## src/rtl/ahb_mgr_pkg.sv

```systemverilog
package ahb_mgr_pkg;
  typedef enum logic [1:0] {
    HTRANS_IDLE   = 2'b00,
    HTRANS_BUSY   = 2'b01,
    HTRANS_NONSEQ = 2'b10,
    HTRANS_SEQ    = 2'b11
  } htrans_e;

  localparam logic [2:0] HBURST_SINGLE = 3'b000;
endpackage

```

## src/rtl/ahb_mgr_addr_stage.sv

```systemverilog
module ahb_mgr_addr_stage #(
  parameter int AW = 32,
  parameter int DW = 32
) (
  input  logic          clk_i,
  input  logic          rst_ni,
  input  logic          hready_i,
  input  logic          cancel_i,
  input  logic          req_valid_i,
  input  logic [AW-1:0] req_addr_i,
  input  logic [2:0]    req_size_i,
  input  logic          req_write_i,
  input  logic [DW-1:0] req_wdata_i,
  output logic          req_ready_o,
  output logic          ap_valid_o,
  output logic [AW-1:0] ap_addr_o,
  output logic [2:0]    ap_size_o,
  output logic          ap_write_o,
  output logic [DW-1:0] ap_wdata_o
);
  // address phase may only be replaced on an HREADY-high edge
  assign req_ready_o = hready_i;

  always_ff @(posedge clk_i or negedge rst_ni) begin
    if (!rst_ni) begin
      ap_valid_o <= 1'b0;
      ap_addr_o  <= '0;
      ap_size_o  <= '0;
      ap_write_o <= 1'b0;
      ap_wdata_o <= '0;
    end else if (hready_i) begin
      ap_valid_o <= req_valid_i;
      if (req_valid_i) begin
        ap_addr_o  <= req_addr_i;
        ap_size_o  <= req_size_i;
        ap_write_o <= req_write_i;
        ap_wdata_o <= req_wdata_i;
      end
    end else if (cancel_i) begin
      // first error cycle: drop queued transfer to IDLE
      ap_valid_o <= 1'b0;
    end
  end


  accept_to_nonseq_chk: assert property (@(posedge clk_i) disable iff (!rst_ni)
    (req_valid_i && req_ready_o) |=> (ap_valid_o && ap_addr_o == $past(req_addr_i)
                                      && ap_write_o == $past(req_write_i)));
endmodule

```

## src/rtl/ahb_mgr_data_stage.sv

```systemverilog
module ahb_mgr_data_stage #(
  parameter int DW = 32
) (
  input  logic          clk_i,
  input  logic          rst_ni,
  input  logic          hready_i,
  input  logic          ap_valid_i,
  input  logic          ap_write_i,
  input  logic [DW-1:0] ap_wdata_i,
  output logic          dp_valid_o,
  output logic          dp_write_o,
  output logic [DW-1:0] hwdata_o
);
  always_ff @(posedge clk_i or negedge rst_ni) begin
    if (!rst_ni) begin
      dp_valid_o <= 1'b0;
      dp_write_o <= 1'b0;
      hwdata_o   <= '0;
    end else if (hready_i) begin
      dp_valid_o <= ap_valid_i;
      dp_write_o <= ap_write_i;
      if (ap_valid_i && ap_write_i) hwdata_o <= ap_wdata_i;
    end
  end


  hwdata_hold_chk: assert property (@(posedge clk_i) disable iff (!rst_ni)
    !hready_i |=> $stable(hwdata_o));
endmodule

```

## src/rtl/ahb_mgr_resp_stage.sv

```systemverilog
module ahb_mgr_resp_stage #(
  parameter int DW = 32
) (
  input  logic          clk_i,
  input  logic          rst_ni,
  input  logic          hready_i,
  input  logic          hresp_i,
  input  logic [DW-1:0] hrdata_i,
  input  logic          dp_valid_i,
  input  logic          dp_write_i,
  input  logic          cancel_i,
  input  logic          ap_valid_i,
  input  logic          ap_write_i,
  output logic          rsp_valid_o,
  output logic          rsp_err_o,
  output logic          rsp_write_o,
  output logic [DW-1:0] rsp_rdata_o
);
  logic done;
  logic kill_pend_q, kill_write_q;

  assign done = dp_valid_i && hready_i;

  always_ff @(posedge clk_i or negedge rst_ni) begin
    if (!rst_ni) begin
      rsp_valid_o  <= 1'b0;
      rsp_err_o    <= 1'b0;
      rsp_write_o  <= 1'b0;
      rsp_rdata_o  <= '0;
      kill_pend_q  <= 1'b0;
      kill_write_q <= 1'b0;
    end else begin
      if (cancel_i && ap_valid_i) begin
        kill_pend_q  <= 1'b1;
        kill_write_q <= ap_write_i;
      end
      if (done) begin
        rsp_valid_o <= 1'b1;
        rsp_err_o   <= hresp_i;
        rsp_write_o <= dp_write_i;
        if (!dp_write_i) rsp_rdata_o <= hrdata_i;
      end else if (kill_pend_q) begin
        // cancelled follower reported once the failing transfer has answered
        rsp_valid_o <= 1'b1;
        rsp_err_o   <= 1'b1;
        rsp_write_o <= kill_write_q;
        kill_pend_q <= 1'b0;
      end else begin
        rsp_valid_o <= 1'b0;
      end
    end
  end


  rdata_on_complete_chk: assert property (@(posedge clk_i) disable iff (!rst_ni)
    (rsp_valid_o && !rsp_err_o && !rsp_write_o) |-> (rsp_rdata_o == $past(hrdata_i)));

  rsp_after_ready_chk: assert property (@(posedge clk_i) disable iff (!rst_ni)
    (rsp_valid_o && !rsp_err_o) |-> $past(hready_i));
endmodule

```

## src/rtl/ahb_stall_mgr.sv

```systemverilog
module ahb_stall_mgr
  import ahb_mgr_pkg::*;
#(
  parameter int         AW   = 32,
  parameter int         DW   = 32,
  parameter logic [3:0] PROT = 4'b0011
) (
  input  logic          clk_i,
  input  logic          rst_ni,
  input  logic          req_valid_i,
  output logic          req_ready_o,
  input  logic [AW-1:0] req_addr_i,
  input  logic [2:0]    req_size_i,
  input  logic          req_write_i,
  input  logic [DW-1:0] req_wdata_i,
  output logic          rsp_valid_o,
  output logic          rsp_err_o,
  output logic          rsp_write_o,
  output logic [DW-1:0] rsp_rdata_o,
  output logic [AW-1:0] haddr_o,
  output logic [1:0]    htrans_o,
  output logic          hwrite_o,
  output logic [2:0]    hsize_o,
  output logic [2:0]    hburst_o,
  output logic [3:0]    hprot_o,
  output logic [DW-1:0] hwdata_o,
  input  logic          hready_i,
  input  logic          hresp_i,
  input  logic [DW-1:0] hrdata_i
);
  logic          ap_valid, ap_write, dp_valid, dp_write, cancel;
  logic [AW-1:0] ap_addr;
  logic [2:0]    ap_size;
  logic [DW-1:0] ap_wdata;

  // first cycle of a two-cycle error response
  assign cancel = dp_valid && hresp_i && !hready_i;

  ahb_mgr_addr_stage #(.AW(AW), .DW(DW)) i_addr (
    .clk_i, .rst_ni, .hready_i, .cancel_i(cancel),
    .req_valid_i, .req_addr_i, .req_size_i, .req_write_i, .req_wdata_i,
    .req_ready_o,
    .ap_valid_o(ap_valid), .ap_addr_o(ap_addr), .ap_size_o(ap_size),
    .ap_write_o(ap_write), .ap_wdata_o(ap_wdata)
  );

  ahb_mgr_data_stage #(.DW(DW)) i_data (
    .clk_i, .rst_ni, .hready_i,
    .ap_valid_i(ap_valid), .ap_write_i(ap_write), .ap_wdata_i(ap_wdata),
    .dp_valid_o(dp_valid), .dp_write_o(dp_write), .hwdata_o
  );

  ahb_mgr_resp_stage #(.DW(DW)) i_resp (
    .clk_i, .rst_ni, .hready_i, .hresp_i, .hrdata_i,
    .dp_valid_i(dp_valid), .dp_write_i(dp_write),
    .cancel_i(cancel), .ap_valid_i(ap_valid), .ap_write_i(ap_write),
    .rsp_valid_o, .rsp_err_o, .rsp_write_o, .rsp_rdata_o
  );

  assign haddr_o  = ap_addr;
  assign htrans_o = ap_valid ? HTRANS_NONSEQ : HTRANS_IDLE;
  assign hwrite_o = ap_write;
  assign hsize_o  = ap_size;
  assign hburst_o = HBURST_SINGLE;
  assign hprot_o  = PROT;


  addr_ctrl_hold_chk: assert property (@(posedge clk_i) disable iff (!rst_ni)
    (!hready_i && !hresp_i) |=> ($stable(haddr_o) && $stable(htrans_o)
                                 && $stable(hwrite_o) && $stable(hsize_o)));

  err_idle_chk: assert property (@(posedge clk_i) disable iff (!rst_ni)
    (dp_valid && hresp_i && !hready_i) |=> (htrans_o == HTRANS_IDLE));

  ready_follow_chk: assert property (@(posedge clk_i) disable iff (!rst_ni)
    req_ready_o == hready_i);
endmodule

```

## config.mk

```make
export PLATFORM = sky130hd
export DESIGN_NAME = ahb_stall_mgr
export DESIGN_NICKNAME = d
export VERILOG_FILES = /design/src/rtl/ahb_mgr_pkg.sv /design/src/rtl/ahb_mgr_addr_stage.sv /design/src/rtl/ahb_mgr_data_stage.sv /design/src/rtl/ahb_mgr_resp_stage.sv /design/src/rtl/ahb_stall_mgr.sv
export SDC_FILE = /design/constraint.sdc
export NUM_CORES = 1
export LEC_CHECK = 0
export CELL_PAD_IN_SITES_DETAIL_PLACEMENT = 1
export CELL_PAD_IN_SITES_GLOBAL_PLACEMENT = 2
export CORE_MARGIN = 2
export CORE_UTILIZATION = 31
export DETAILED_ROUTE_END_ITERATION = 8
export MAX_ROUTING_LAYER = met4
export PLACE_DENSITY = 0.95
export SYNTH_ARGS = -nofsm -noshare
export SYNTH_HDL_FRONTEND = slang
export SYNTH_SLANG_ARGS = --single-unit
```

## constraint.sdc

```tcl
create_clock -name clk_i -period 1.9 [get_ports clk_i]
set_input_delay 0.475 -clock clk_i [delete_from_list [all_inputs] [get_ports clk_i]]
set_output_delay 0.475 -clock clk_i [all_outputs]
set_load 0.02 [all_outputs]
```

==> flow_summary.toml, run 1 <==
[drt]
drt_iter0_markers = 59
drcViolationCount = 0
final_antenna_net_count = 0
drtPass1Iterations = 4
wirelength_mm = 13.8
viasPerCell = 4.42
vias = 3457
post_drt_wl_per_cell_um = 17.7

[cts]
clkLatencyLatePin_ns = 0.41
h-tree-depth = 4
cts_buffers = 17
clockRootBuffer = "clkbuf_16"
clock_sinks = 140
cts_tree = "done"
clockBufferDepth = 2
clk_pin_slew_ns = 0.06
postCtsSetupRepairBufs = 0

[die]
die_w_um = 137
die_h_um = 137
die_area_um2 = 18600
ios = 218
start_util_pct = 31.6
rows = 48
core_um2 = 17200

[placed_design]
gp_congestion = 0.755
port-buffer-count = 209
hpwlAfterDp_mm = 10.3

[synthesis]
synth_compound_area_share_pct = 0.666
synth_warnings = 0
synth.distinct_cells = 20
yosys.area_share.adder_pct = 0
syn_area_um2 = 5450
synthXorXnorAreaFrac_pct = 0
synth_top_family_by_area = "multiplexers"
syn_inst = 317
muxShareOfSynthArea_pct = 30.1
avgSynthCellArea_um2 = 17.2
ys_seq_area_share_pct = 64.3
yosys.area_share.simple_pct = 1.61
synth_seq_cells = 140

[global_route]
grt_pass1_wl_mm = 21.0
first_global_vias = 3921
overflow = 0
grt_max_degree = 44
grtUsageTotal_pct = 15.4
antenna_found_initial = 0

[setup_path]
cp.arrival_ns = 1.40
cp-end-kind = "output pin"
crit_path_max_fanout = 2
path_cells = "clkdlybuf4s50_1"
cp.required_ns = 1.42
path_class = "reg -> out"
cp-start-kind = "register"
crit_buf_inv = 1
critPathMaxStageDelay_ns = 0.62
slowest_stage = "clkdlybuf4s50_1"
critPathTopFamily = "buffers and inverters"

[power]
p_sw_share_pct = 30.3
combPwrFrac_pct = 33.0
p_int_mw = 7.70
vdd_ir_drop_max_v = 0.000599
p_clk_share_pct = 28.7
p_leak_nw = 4.07
powerDensity_nw_per_um2 = 1290
p_switching_mw = 3.36
power_mw = 11.1
sequentialPowerShare_pct = 38.3

[cells_and_area]
areaGrowthSynthToFinish_pct = 56.9
num_antenna_cells = 0
layout_commonest_cell = "clkdlybuf4s50_1"
multi_input_area_um2 = 1800
regArea_um2 = 3500
fillCellCount = 1668
drive_gt1_share_pct = 33.2
nets = 649
final_cell_mix = "clkdlybuf4s50_1, dfrtp_1, mux2_2"

[timing]
fin_crit_ns = 1.87
setup_viol = 0
clock_skew_ns = 0.00707
timing.hold.ws_ns = 0.484
max_freq_mhz = 535
period_share_pct = 98.4
final_max_slew_viol_count = 0
hold_viol = 0

[run]
drv_cap = 0

[worst_hold_path]
hold_class = "reg -> reg"

[run_status]
run_status = "finished, final reports clean"
==> kinds of logic (layout without fill, tap and decap cells) <==
kind of cell | count (synthesis) | count (layout)
compound gates | 5 | 5
buf+inv | 24 | 258
flops | 140 | 140
mux | 136 | 136
other cells | 2 | 8
simple gates | 10 | 10
==> sequential cells by signal (all words and copies together) (netlist names) <==
register / count
i_resp.kill_pend_q: 1
i_resp.rsp_rdata_o: 32
i_addr.ap_write_o: 1
i_resp.rsp_err_o: 1
i_resp.rsp_write_o: 1
i_addr.ap_wdata_o: 32
i_addr.ap_addr_o: 32
i_data.hwdata_o: 32
i_data.dp_write_o: 1
i_resp.rsp_valid_o: 1
i_data.dp_valid_o: 1
i_addr.ap_size_o: 3
i_resp.kill_write_q: 1
i_addr.ap_valid_o: 1
==> synthesized netlist by cell type (all sizes together) <==
cell type | count | area [µm²]
nand4b | 1 | 8.76
mux2 | 135 | 1630
a21boi | 2 | 15.0
o21a | 1 | 7.51
buf | 24 | 173
nand2b | 2 | 12.5
nand3 | 1 | 17.5
nand4bb | 1 | 11.3
a211o | 1 | 8.76
conb | 2 | 7.51
nand3b | 1 | 20.0
mux2i | 1 | 10.0
nand2 | 3 | 11.3
and2 | 1 | 6.26
o21ai | 1 | 5.00
dfrtp | 140 | 3500
==> cell type report <==
class / count / share of cell area (%)
Clock inverter: 15 / 1.74
Tap cell: 225 / 3.29
Timing Repair Buffer: 226 / 27.9
Clock buffer: 17 / 4.98
Multi-Input combinational cell: 159 / 21.1
Sequential cell: 140 / 41.0
==> worst paths after layout <==
path,slack [ns],depth (start not counted),from,end
setup / recovery,0.03,1,i_resp.rsp_rdata_o[11]$_DFFE_PN0P_,rsp_rdata_o[11]
hold reg to reg,0.48,1,i_addr.ap_wdata_o[5]$_DFFE_PN0P_,i_data.hwdata_o[5]$_DFFE_PN0P_
hold / removal,0.48,1,i_addr.ap_wdata_o[5]$_DFFE_PN0P_,i_data.hwdata_o[5]$_DFFE_PN0P_
setup reg to reg,0.58,4,i_addr.ap_valid_o$_DFFE_PN0P_,i_data.hwdata_o[22]$_DFFE_PN0P_
max in group asynchronous,0.81,3,rst_ni,i_addr.ap_addr_o[11]$_DFFE_PN0P_
min in group asynchronous,0.52,2,rst_ni,i_resp.rsp_rdata_o[9]$_DFFE_PN0P_
==> metal layers <==
layer	global-route usage, %	vias to the layer above	wire length (µm)	share of wire, %
li1	-	1552	-	-
met1	16.9	1762	5320	38
met2	26.5	117	7470	54
met3	3.48	26	694	5.0
met4	7.29	0	354	2.6
met5	-	-	0	0
==> through the flow <==
stage	setup TNS (ns)	utilization, %	worst slack (ns)	cell area [µm²]	std cells
detailed placement	-3.94	45.8	-0.141	7890	749
CTS	0	49.0	0.000819	8450	782
finish	0	49.6	0.0299	8540	782
global route	-0.00979	49.6	-0.00656	8540	782
floorplan	0	-	0.499	5470	323
global placement	-3.69	45.8	-0.149	7890	749
==> power groups by stage <==
| stage | logic (mW) | registers [mW] | clock network, mW |
|---|---|---|---|
| after global placement | 3.74 | 4.23 | 0 |
| after global routing | 3.84 | 4.35 | 3.41 |
| after floorplan | 1.00 | 5.08 | 0 |
| after detailed placement | 3.84 | 4.31 | 0 |
| after CTS | 3.76 | 4.27 | 3.28 |
| final | 3.65 | 4.24 | 3.17 |
==> timing repair <==
action	in CTS	in global routing
hold buffers	1	0
setup endpoints to repair	19	39
resized for setup	19	39
endpoints found under the hold margin	30	0
No activity file was read; power rests on OpenSTA's default activity.
==> run 2, diff against run 1 <==
PLACE_DENSITY = 0.85   (was 0.95)
==> run 2 against run 1 <==
  * Clock-buffer cell count rose by 7
  * Final cell count fell by 0.26%
  * Sequential power barely moved
  * Highest routed layer unchanged
  * Sequential share of layout area rose by 0.22 points
  * Maximum frequency rose by 0.55%
  * Register-to-register slack got worse by 0.04 ns
  * Cell area fell by 0.54%
  * First-iteration DRC count rose by 75%
  * Combinational power rose by 2%
  * Total power rose by 0.31%
  * Die area did not move
==> flow_summary.toml, run 2 (same netlist as run 1, synthesis figures left out) <==
[placed_design]
hpwlAfterDp_mm = 9.78
gp_congestion = 0.708
port-buffer-count = 209

[global_route]
first_global_vias = 4056
overflow = 0
grtUsageTotal_pct = 15.6
grt_max_degree = 56
grt_pass1_wl_mm = 21.3
antenna_found_initial = 0

[power]
sequentialPowerShare_pct = 38.1
p_sw_share_pct = 29.2
p_switching_mw = 3.23
p_leak_nw = 3.97
p_int_mw = 7.86
combPwrFrac_pct = 33.4
p_clk_share_pct = 28.4
powerDensity_nw_per_um2 = 1310
vdd_ir_drop_max_v = 0.000648

[die]
core_um2 = 17200
start_util_pct = 31.6
ios = 218
die_h_um = 137
rows = 48
die_w_um = 137
die_area_um2 = 18600

[cts]
h-tree-depth = 4
cts_tree = "done"
clock_sinks = 140
clk_pin_slew_ns = 0.06
clockBufferDepth = 2
cts_buffers = 17
clockRootBuffer = "clkbuf_16"
clkLatencyLatePin_ns = 0.40

[drt]
final_antenna_net_count = 0
wirelength_mm = 13.6
drtPass1Iterations = 4
drcViolationCount = 0
viasPerCell = 4.38
post_drt_wl_per_cell_um = 17.5
drt_iter0_markers = 103
vias = 3414

[timing]
finalSetupTns_ns = 0
period_share_pct = 97.9
clock_skew_ns = 0.00730
fin_crit_ns = 1.86
rsz0062_at_grt = "false"
max_freq_mhz = 538
timing.hold.ws_ns = 0.481
hold_viol = 0
setup_viol = 0
final_max_slew_viol_count = 0

[cells_and_area]
areaGrowthSynthToFinish_pct = 56.0
nets = 648
layout_commonest_cell = "clkdlybuf4s50_1"
final_cell_mix = "clkdlybuf4s50_1, dfrtp_1, mux2_2"
num_antenna_cells = 0
fin_util_pct = 49.3
drive_gt1_share_pct = 32.1

[setup_path]
cp.required_ns = 1.42
crit_cells = 1
critPathMaxStageDelay_ns = 0.64
path_class = "reg -> out"
path_cells = "clkdlybuf4s50_1"
crit_path_max_fanout = 2
cp-start-kind = "register"
crit_buf_inv = 1
r2r_cells = 3
cp.arrival_ns = 1.38
slowest_stage = "clkdlybuf4s50_1"
cp-end-kind = "output pin"
critPathTopFamily = "buffers and inverters"

[run_status]
run_status = "finished, final reports clean"

[worst_hold_path]
hold_class = "in -> async"

[run]
drv_cap = 0
-- run 2: per-stage QoR --
stage | setup slack [ns] | std cells | instance area (µm²) | power (mW)
after global routing | 0.0000254 | 780 | 8500 | 11.7
after CTS | 0.00674 | 780 | 8420 | 11.3
final | 0.0402 | 780 | 8500 | 11.1
after detailed placement | -0.145 | 748 | 7850 | 8.10
after floorplan | 0.499 | 323 | 5470 | 6.08
after global placement | -0.143 | 748 | 7850 | 7.96
-- run 2: cell type report --
type                            count  area (µm²)
Clock inverter                      7        90.1
Fill cell                        1716        8740
Clock buffer                       24         472
Tap cell                          225         282
Sequential cell                   140        3500
Timing Repair Buffer              225        2360
Multi-Input combinational cell    159        1800
-- run 2: worst paths after layout --
check | from | endpoint | slack (ns)
max reg2reg | i_data.dp_valid_o$_DFFE_PN0P_ | i_resp.rsp_rdata_o[28]$_DFFE_PN0P_ | 0.54
min reg2reg | i_addr.ap_wdata_o[1]$_DFFE_PN0P_ | i_data.hwdata_o[1]$_DFFE_PN0P_ | 0.50
min | rst_ni | i_resp.rsp_rdata_o[11]$_DFFE_PN0P_ | 0.48
min in group clk_i | i_addr.ap_wdata_o[1]$_DFFE_PN0P_ | i_data.hwdata_o[1]$_DFFE_PN0P_ | 0.50
max in group asynchronous | rst_ni | i_resp.rsp_rdata_o[22]$_DFFE_PN0P_ | 0.81
max | i_data.hwdata_o[29]$_DFFE_PN0P_ | hwdata_o[29] | 0.04
-- run 2: repair_timing --
action | CTS | global route
buffers inserted | 0 | 0
endpoints found under the setup margin | 4 | 33
gates resized for setup | 4 | 33
hold endpoints to repair | 11 | 0
hold buffers | 1 | 0
-- run 2: routing by layer --
metal / GRT usage [%] / share of wire [%] / vias up / wire length (µm)
li1: - / - / 1547 / -
met1: 17.6 / 39 / 1730 / 5340
met2: 26.7 / 54 / 125 / 7290
met3: 4.37 / 5.9 / 12 / 799
met4: 4.86 / 1.4 / 0 / 189
met5: - / 0 / - / 0
-- run 2: power groups by stage --
stage               Sequential (mW)  Combinational [mW]  Clock, mW
finish                         4.23                3.71       3.15
global route                   4.35                3.92       3.41
CTS                            4.26                3.82       3.26
detailed placement             4.29                3.81          0
global placement               4.22                3.74          0
floorplan                      5.08                1.00          0
